File: src/rtl/pbs_pkg.sv
package pbs_pkg;

    typedef enum logic [0:0] {
        ST_READY = 1'b0,
        ST_ADDR  = 1'b1
    } pbs_state_e;

    typedef enum logic [1:0] {
        CMD_NONE,
        CMD_CLEAR,
        CMD_SETADDR,
        CMD_ACTION
    } pbs_cmd_e;

    localparam logic [7:0] OP_CLEAR   = 8'h00;
    localparam logic [7:0] OP_SETADDR = 8'h01;

endpackage

File: src/rtl/pbs_cmd_decode.sv
module pbs_cmd_decode
    import pbs_pkg::*;
#(
    parameter int NUM_ACTIONS = 4
) (
    input  logic       valid,
    input  logic [7:0] code,
    output pbs_cmd_e   kind
);
    localparam int LAST_CODE = 1 + NUM_ACTIONS;

    always_comb begin
        kind = CMD_NONE;
        if (valid) begin
            if (code == OP_CLEAR)
                kind = CMD_CLEAR;
            else if (code == OP_SETADDR)
                kind = CMD_SETADDR;
            else if (int'(code) <= LAST_CODE)
                kind = CMD_ACTION;
        end
    end
endmodule

File: src/rtl/pbs_addr_collect.sv
module pbs_addr_collect #(
    parameter int ADDR_BYTES = 4,
    localparam int AW = 8 * ADDR_BYTES,
    localparam int CW = (ADDR_BYTES > 1) ? $clog2(ADDR_BYTES) : 1
) (
    input  logic          clk,
    input  logic          rst_n,
    input  logic          restart,
    input  logic          take,
    input  logic [7:0]    byte_in,
    output logic          last,
    output logic [AW-1:0] full_addr
);
    logic [CW-1:0] idx;

    assign last = take && (idx == CW'(ADDR_BYTES - 1));

    always_ff @(posedge clk or negedge rst_n) begin
        if (!rst_n)
            idx <= '0;
        else if (restart)
            idx <= '0;
        else if (take)
            idx <= last ? '0 : idx + 1'b1;
    end

    // Lower byte lanes are held in registers; the top lane is the byte arriving now.
    for (genvar g = 0; g < ADDR_BYTES - 1; g++) begin : g_lane
        logic [7:0] lane_q;
        always_ff @(posedge clk or negedge rst_n) begin
            if (!rst_n)
                lane_q <= '0;
            else if (take && idx == CW'(g))
                lane_q <= byte_in;
        end
        assign full_addr[8*g +: 8] = lane_q;
    end
    assign full_addr[AW-1 -: 8] = byte_in;
endmodule

File: src/rtl/pbs_ptr.sv
module pbs_ptr #(
    parameter int AW = 32
) (
    input  logic          clk,
    input  logic          rst_n,
    input  logic          clear,
    input  logic          load,
    input  logic [AW-1:0] load_val,
    input  logic          inc,
    output logic [AW-1:0] ptr
);
    always_ff @(posedge clk or negedge rst_n) begin
        if (!rst_n)
            ptr <= '0;
        else if (clear)
            ptr <= '0;
        else if (load)
            ptr <= load_val;
        else if (inc)
            ptr <= ptr + 1'b1;
    end
endmodule

File: src/rtl/pbus_slave.sv
module pbus_slave
    import pbs_pkg::*;
#(
    parameter int ADDR_BYTES  = 4,
    parameter int NUM_ACTIONS = 4,
    localparam int AW = 8 * ADDR_BYTES
) (
    input  logic          clk,
    input  logic          rst_n,
    input  logic          bus_en,
    input  logic          bus_cmd,
    input  logic          bus_wr,
    input  logic [7:0]    bus_din,
    output logic [7:0]    bus_dout,
    output logic          bus_doe,
    output logic [AW-1:0] mem_addr,
    output logic          mem_we,
    output logic          mem_re,
    output logic [7:0]    mem_wdata,
    input  logic [7:0]    mem_rdata,
    output logic          act_stb,
    output logic [7:0]    act_code
);
    pbs_state_e    state, nxt;
    pbs_cmd_e      kind;
    logic          cmd_write, data_write, data_read;
    logic          take, last_byte, ptr_inc, ptr_clear;
    logic [AW-1:0] new_addr;

    assign cmd_write  = bus_en &  bus_cmd &  bus_wr;
    assign data_write = bus_en & ~bus_cmd &  bus_wr;
    assign data_read  = bus_en & ~bus_cmd & ~bus_wr;

    pbs_cmd_decode #(.NUM_ACTIONS(NUM_ACTIONS)) u_dec (
        .valid (cmd_write),
        .code  (bus_din),
        .kind  (kind)
    );

    pbs_addr_collect #(.ADDR_BYTES(ADDR_BYTES)) u_col (
        .clk       (clk),
        .rst_n     (rst_n),
        .restart   ((kind == CMD_SETADDR) || (kind == CMD_CLEAR)),
        .take      (take),
        .byte_in   (bus_din),
        .last      (last_byte),
        .full_addr (new_addr)
    );

    pbs_ptr #(.AW(AW)) u_ptr (
        .clk      (clk),
        .rst_n    (rst_n),
        .clear    (ptr_clear),
        .load     (last_byte),
        .load_val (new_addr),
        .inc      (ptr_inc),
        .ptr      (mem_addr)
    );

    // State register
    always_ff @(posedge clk or negedge rst_n) begin
        if (!rst_n)
            state <= ST_READY;
        else
            state <= nxt;
    end

    // Transitions
    always_comb begin
        nxt = state;
        unique case (state)
            ST_READY: begin
                if (kind == CMD_SETADDR)
                    nxt = ST_ADDR;              // T_LOAD_START
            end
            ST_ADDR: begin
                if (kind == CMD_CLEAR)
                    nxt = ST_READY;             // T_CLEAR
                else if (last_byte)
                    nxt = ST_READY;             // T_LOAD_DONE
                // T_LOAD_RESTART and T_HOLD keep ST_ADDR
            end
        endcase
    end

    // Per-cycle outputs and controls
    always_comb begin
        mem_we    = data_write && (state == ST_READY);
        mem_re    = data_read;
        mem_wdata = bus_din;
        bus_doe   = data_read;
        bus_dout  = mem_rdata;
        take      = data_write && (state == ST_ADDR);
        ptr_inc   = (data_write || data_read) && (state == ST_READY);
        ptr_clear = (kind == CMD_CLEAR);
    end

    // Registered action strobe
    always_ff @(posedge clk or negedge rst_n) begin
        if (!rst_n) begin
            act_stb  <= 1'b0;
            act_code <= '0;
        end else begin
            act_stb <= (kind == CMD_ACTION);
            if (kind == CMD_ACTION)
                act_code <= bus_din;
        end
    end
endmodule

File: config.mk
export PLATFORM = sky130hd
export DESIGN_NAME = pbus_slave
export DESIGN_NICKNAME = d
export VERILOG_FILES = /design/src/rtl/pbs_pkg.sv /design/src/rtl/pbs_cmd_decode.sv /design/src/rtl/pbs_addr_collect.sv /design/src/rtl/pbs_ptr.sv /design/src/rtl/pbus_slave.sv
export SDC_FILE = /design/constraint.sdc
export NUM_CORES = 1
export LEC_CHECK = 0
export ABC_AREA = 0
export BUFFER_PORTS_ARGS = -buffer_cell sky130_fd_sc_hd__clkbuf_2
export CAP_MARGIN = 20
export CORE_UTILIZATION = 40
export CTS_BUF_LIST = sky130_fd_sc_hd__clkbuf_4 sky130_fd_sc_hd__clkbuf_8
export DETAILED_ROUTE_END_ITERATION = 16
export GPL_TIMING_DRIVEN = 0
export SYNTH_ARGS = -nofsm -noshare
export SYNTH_HDL_FRONTEND = slang
export SYNTH_HIERARCHICAL = 1
export SYNTH_SLANG_ARGS = --single-unit
File: constraint.sdc
create_clock -name clk -period 2.5 [get_ports clk]
set_clock_uncertainty 0.1 [all_clocks]
set_input_delay 0.25 -clock clk [delete_from_list [all_inputs] [get_ports clk]]
set_output_delay 0.25 -clock clk [all_outputs]
set_load 0.02 [all_outputs]
==> flow_metrics.tcl <==
set metrics [dict create \
    yosys_warnings 6 \
    hpwl_mm 6.807 \
    gp_congestion 0.8671 \
    crit_path_start_kind "input port" \
    layoutNonFillerInstCount 590 \
    worstPathMaxFanout 10 \
    die_h_um 100.2 \
    grt_overflow 0 \
    synth_ff_type "dfrtp_1" \
    synth_area_mm2 0.003856 \
    wirelength_mm 9.411 \
    wl_met3_um 521 \
    drtIter0Drc 159 \
    ir_worst_vdd_uv 302.7 \
    final_util_pct 50.89 \
    antenna_found_initial 0 \
    wl_per_cell_um 15.95 \
    dp_cells 573 \
    synth_area_per_cell_um2 10.39 \
    htreeDepth 3 \
    synthArstFlopShare_pct 100.0 \
    syn_to_final_growth_pct 22.52 \
    p_leak_nw 2.275 \
    cts_buffers 9 \
    grt_start_max_net_pins 42 \
    initial_core_util_pct 41.54 \
    r2r_cells 7 \
    post_cts_buffers 0 \
    met1_length_mm 4.479 \
    cts-root-buf "clkbuf_8" \
    clock_path_buffers 2 \
    io_pins 81 \
    top_layer "met4" \
    finalCritPeriodShare_pct 95.45 \
    grt_pass1_wl_mm 15.08 \
    grt_usage_pct 19.96 \
    ant_nets 0 \
    hold_violations 0 \
    clk_latency_ns 0.35 \
    io_buffers 72 \
    fmax_mhz 419.1 \
    synthDistinctLibCells 51 \
    final-max-slew-violation-count 0 \
    seq_area_frac_synth_pct 44.13 \
    setup_slack_ns 0.1137 \
    critPathRequiredTime_ns 2.64 \
    core_area_mm2 0.009284 \
    max_slew.worst_pin.slew_ns 0.6271 \
    grt_pass1_vias 2847 \
    via_count 2985 \
    min_path_type "input port to register" \
    synth_edf_count 0 \
    cts_tree "done" \
    dp_slack_ns -0.6145 \
    max_cap_viol_count 0 \
    drive_above_1_share_pct 38.39 \
    endpoint_kind "register" \
    dr_wl_met2_mm 4.267 \
    outcome "finished, final reports clean" \
    nets 485 \
    first_pass_iters 4 \
    setup_viol 0 \
    crit_type "input port to register" \
    syn_nets 400 \
    die_area_mm2 0.01004 \
    die_x_um 100.2 \
    drc_errors 0 \
    min_path_cells 2 \
    num_rows 35 \
    ys_ff_latch 68 \
    clkTransAtPathRegs_ns 0.07 \
    cts_sinks 68 \
    cp.arrival_ns 2.53 \
    rsz0062_at_grt "no" \
    min_period_ns 2.386 \
    diodes 0 \
    via_per_inst 5.059 \
    synth_cells 371 \
    power_density_mw_per_mm2 680.5 \
    relSlewSlack_pct 57.85 \
]
-- cell type report --
type / count / area [um2]
Fill cell: 868 / 4559
Multi-Input combinational cell: 242 / 1857
Sequential cell: 68 / 1702
Timing Repair Buffer: 74 / 392.9
Buffer: 42 / 281.5
Tap cell: 129 / 161.4
Clock buffer: 11 / 151.4
Clock inverter: 5 / 107.6
Inverter: 19 / 71.32
-- registers in the layout (all words and copies together), names as in the netlist --
name	cells
act_stb	1
u_col/g_lane.lane_q	24
u_col/idx	2
u_ptr/ptr	32
act_code	8
state	1
-- metrics by stage --
step	cell area, um2	hold WS, ns	power [W]	TNS (ns)
3_3_place_gp	4383	0.3896	0.002055	-11.59
3_5_place_dp	4405	0.1405	0.002074	-12.91
4_1_cts	4703	0.1961	0.003245	0
2_1_floorplan	3861	-0.1456	0.001830	0
6_report	4725	0.1885	0.003215	0
5_1_grt	4725	0.1967	0.003380	0
-- worst max-delay path, cell delays in order --
cell and delay (ns):
clkbuf_2 0.16, or4_4 0.60, a2111oi_4 0.41, ha_1 0.29
clkbuf_2 0.25, clkbuf_2 0.28, a21oi_1 0.12, o21a_1 0.15
-- path summary, 6_finish.rpt --
path                                      startpoint                        end  slack, ns
max                                       bus_din[5]              u_ptr/ptr[14]       0.11
min in group asynchronous                      rst_n              u_ptr/ptr[25]       0.28
max in group asynchronous                      rst_n              u_ptr/ptr[10]       1.45
min                                       bus_din[6]                act_code[6]       0.19
max reg2reg                                    state              u_ptr/ptr[29]       0.17
min reg2reg                u_col/g_lane[2].lane_q[7]  u_col/g_lane[2].lane_q[7]       0.41
-- layout by cell type, fill, tap and decap left out, drive strengths merged, types with 15 or more instances in the layout --
cell,instances
dfrtp,68
nor2,24
nand3,17
nand4,15
xnor2,21
inv,19
nand2,19
mux2,33
a21oi,21
buf,31
clkbuf,95
-- kinds of logic (layout without fill, tap and decap cells) --
kind of cell               count (synthesis)  after routing  synth area share (%)
AOI/OAI and AO/OA                         51             51                 8.793
and+or+nand+nor                          120            120                 18.11
buffers and inverters                     61            151                 8.988
DFF                                       68             68                 44.13
xor gates and xnor gates                  25             25                 5.678
adders and majority gates                  8              8                 2.596
muxes                                     38             38                 11.71
-- Yosys cell counts, drive strengths merged, types with 2 or more instances --
cell type | count | area [um2]
a2111oi | 2 | 25.02
a21oi | 21 | 105.1
a22oi | 2 | 15.01
and2 | 2 | 13.77
and3 | 9 | 56.30
and4 | 5 | 43.79
buf | 31 | 231.5
clkbuf | 11 | 43.79
dfrtp | 68 | 1702
ha | 8 | 100.1
inv | 19 | 71.32
mux2 | 33 | 401.6
mux2i | 5 | 50.05
nand2 | 19 | 78.83
nand2b | 2 | 20.02
nand3 | 17 | 85.08
nand4 | 15 | 108.9
nor2 | 24 | 90.09
nor2b | 6 | 37.54
nor3 | 6 | 30.03
nor3b | 4 | 30.03
nor4 | 6 | 50.04
o21a | 13 | 97.59
o21ai | 3 | 15.01
o311ai | 2 | 17.52
xnor2 | 21 | 183.9
xor2 | 4 | 35.03
-- routing by layer --
layer | vias to the layer above | track usage (%)
met3 | 10 | 3.760
li1 | 1448 | -
met1 | 1434 | 28.41
met4 | 0 | 7.692
met2 | 93 | 30.14
met5 | - | 0
-- repair_timing --
action,in CTS,in global routing
pin swaps,0,1
gates resized for setup,6,5
endpoints found under the hold margin,27,0
hold buffers,1,0
setup endpoints to repair,23,20
-- power by group --
group / internal, W / total (W) / switching (W)
combinational: 0.000281 / 0.000658 / 0.000376
sequential: 0.00123 / 0.00140 / 0.000169
clock: 0.000721 / 0.00116 / 0.000435
No activity file was read; power rests on OpenSTA's default activity.
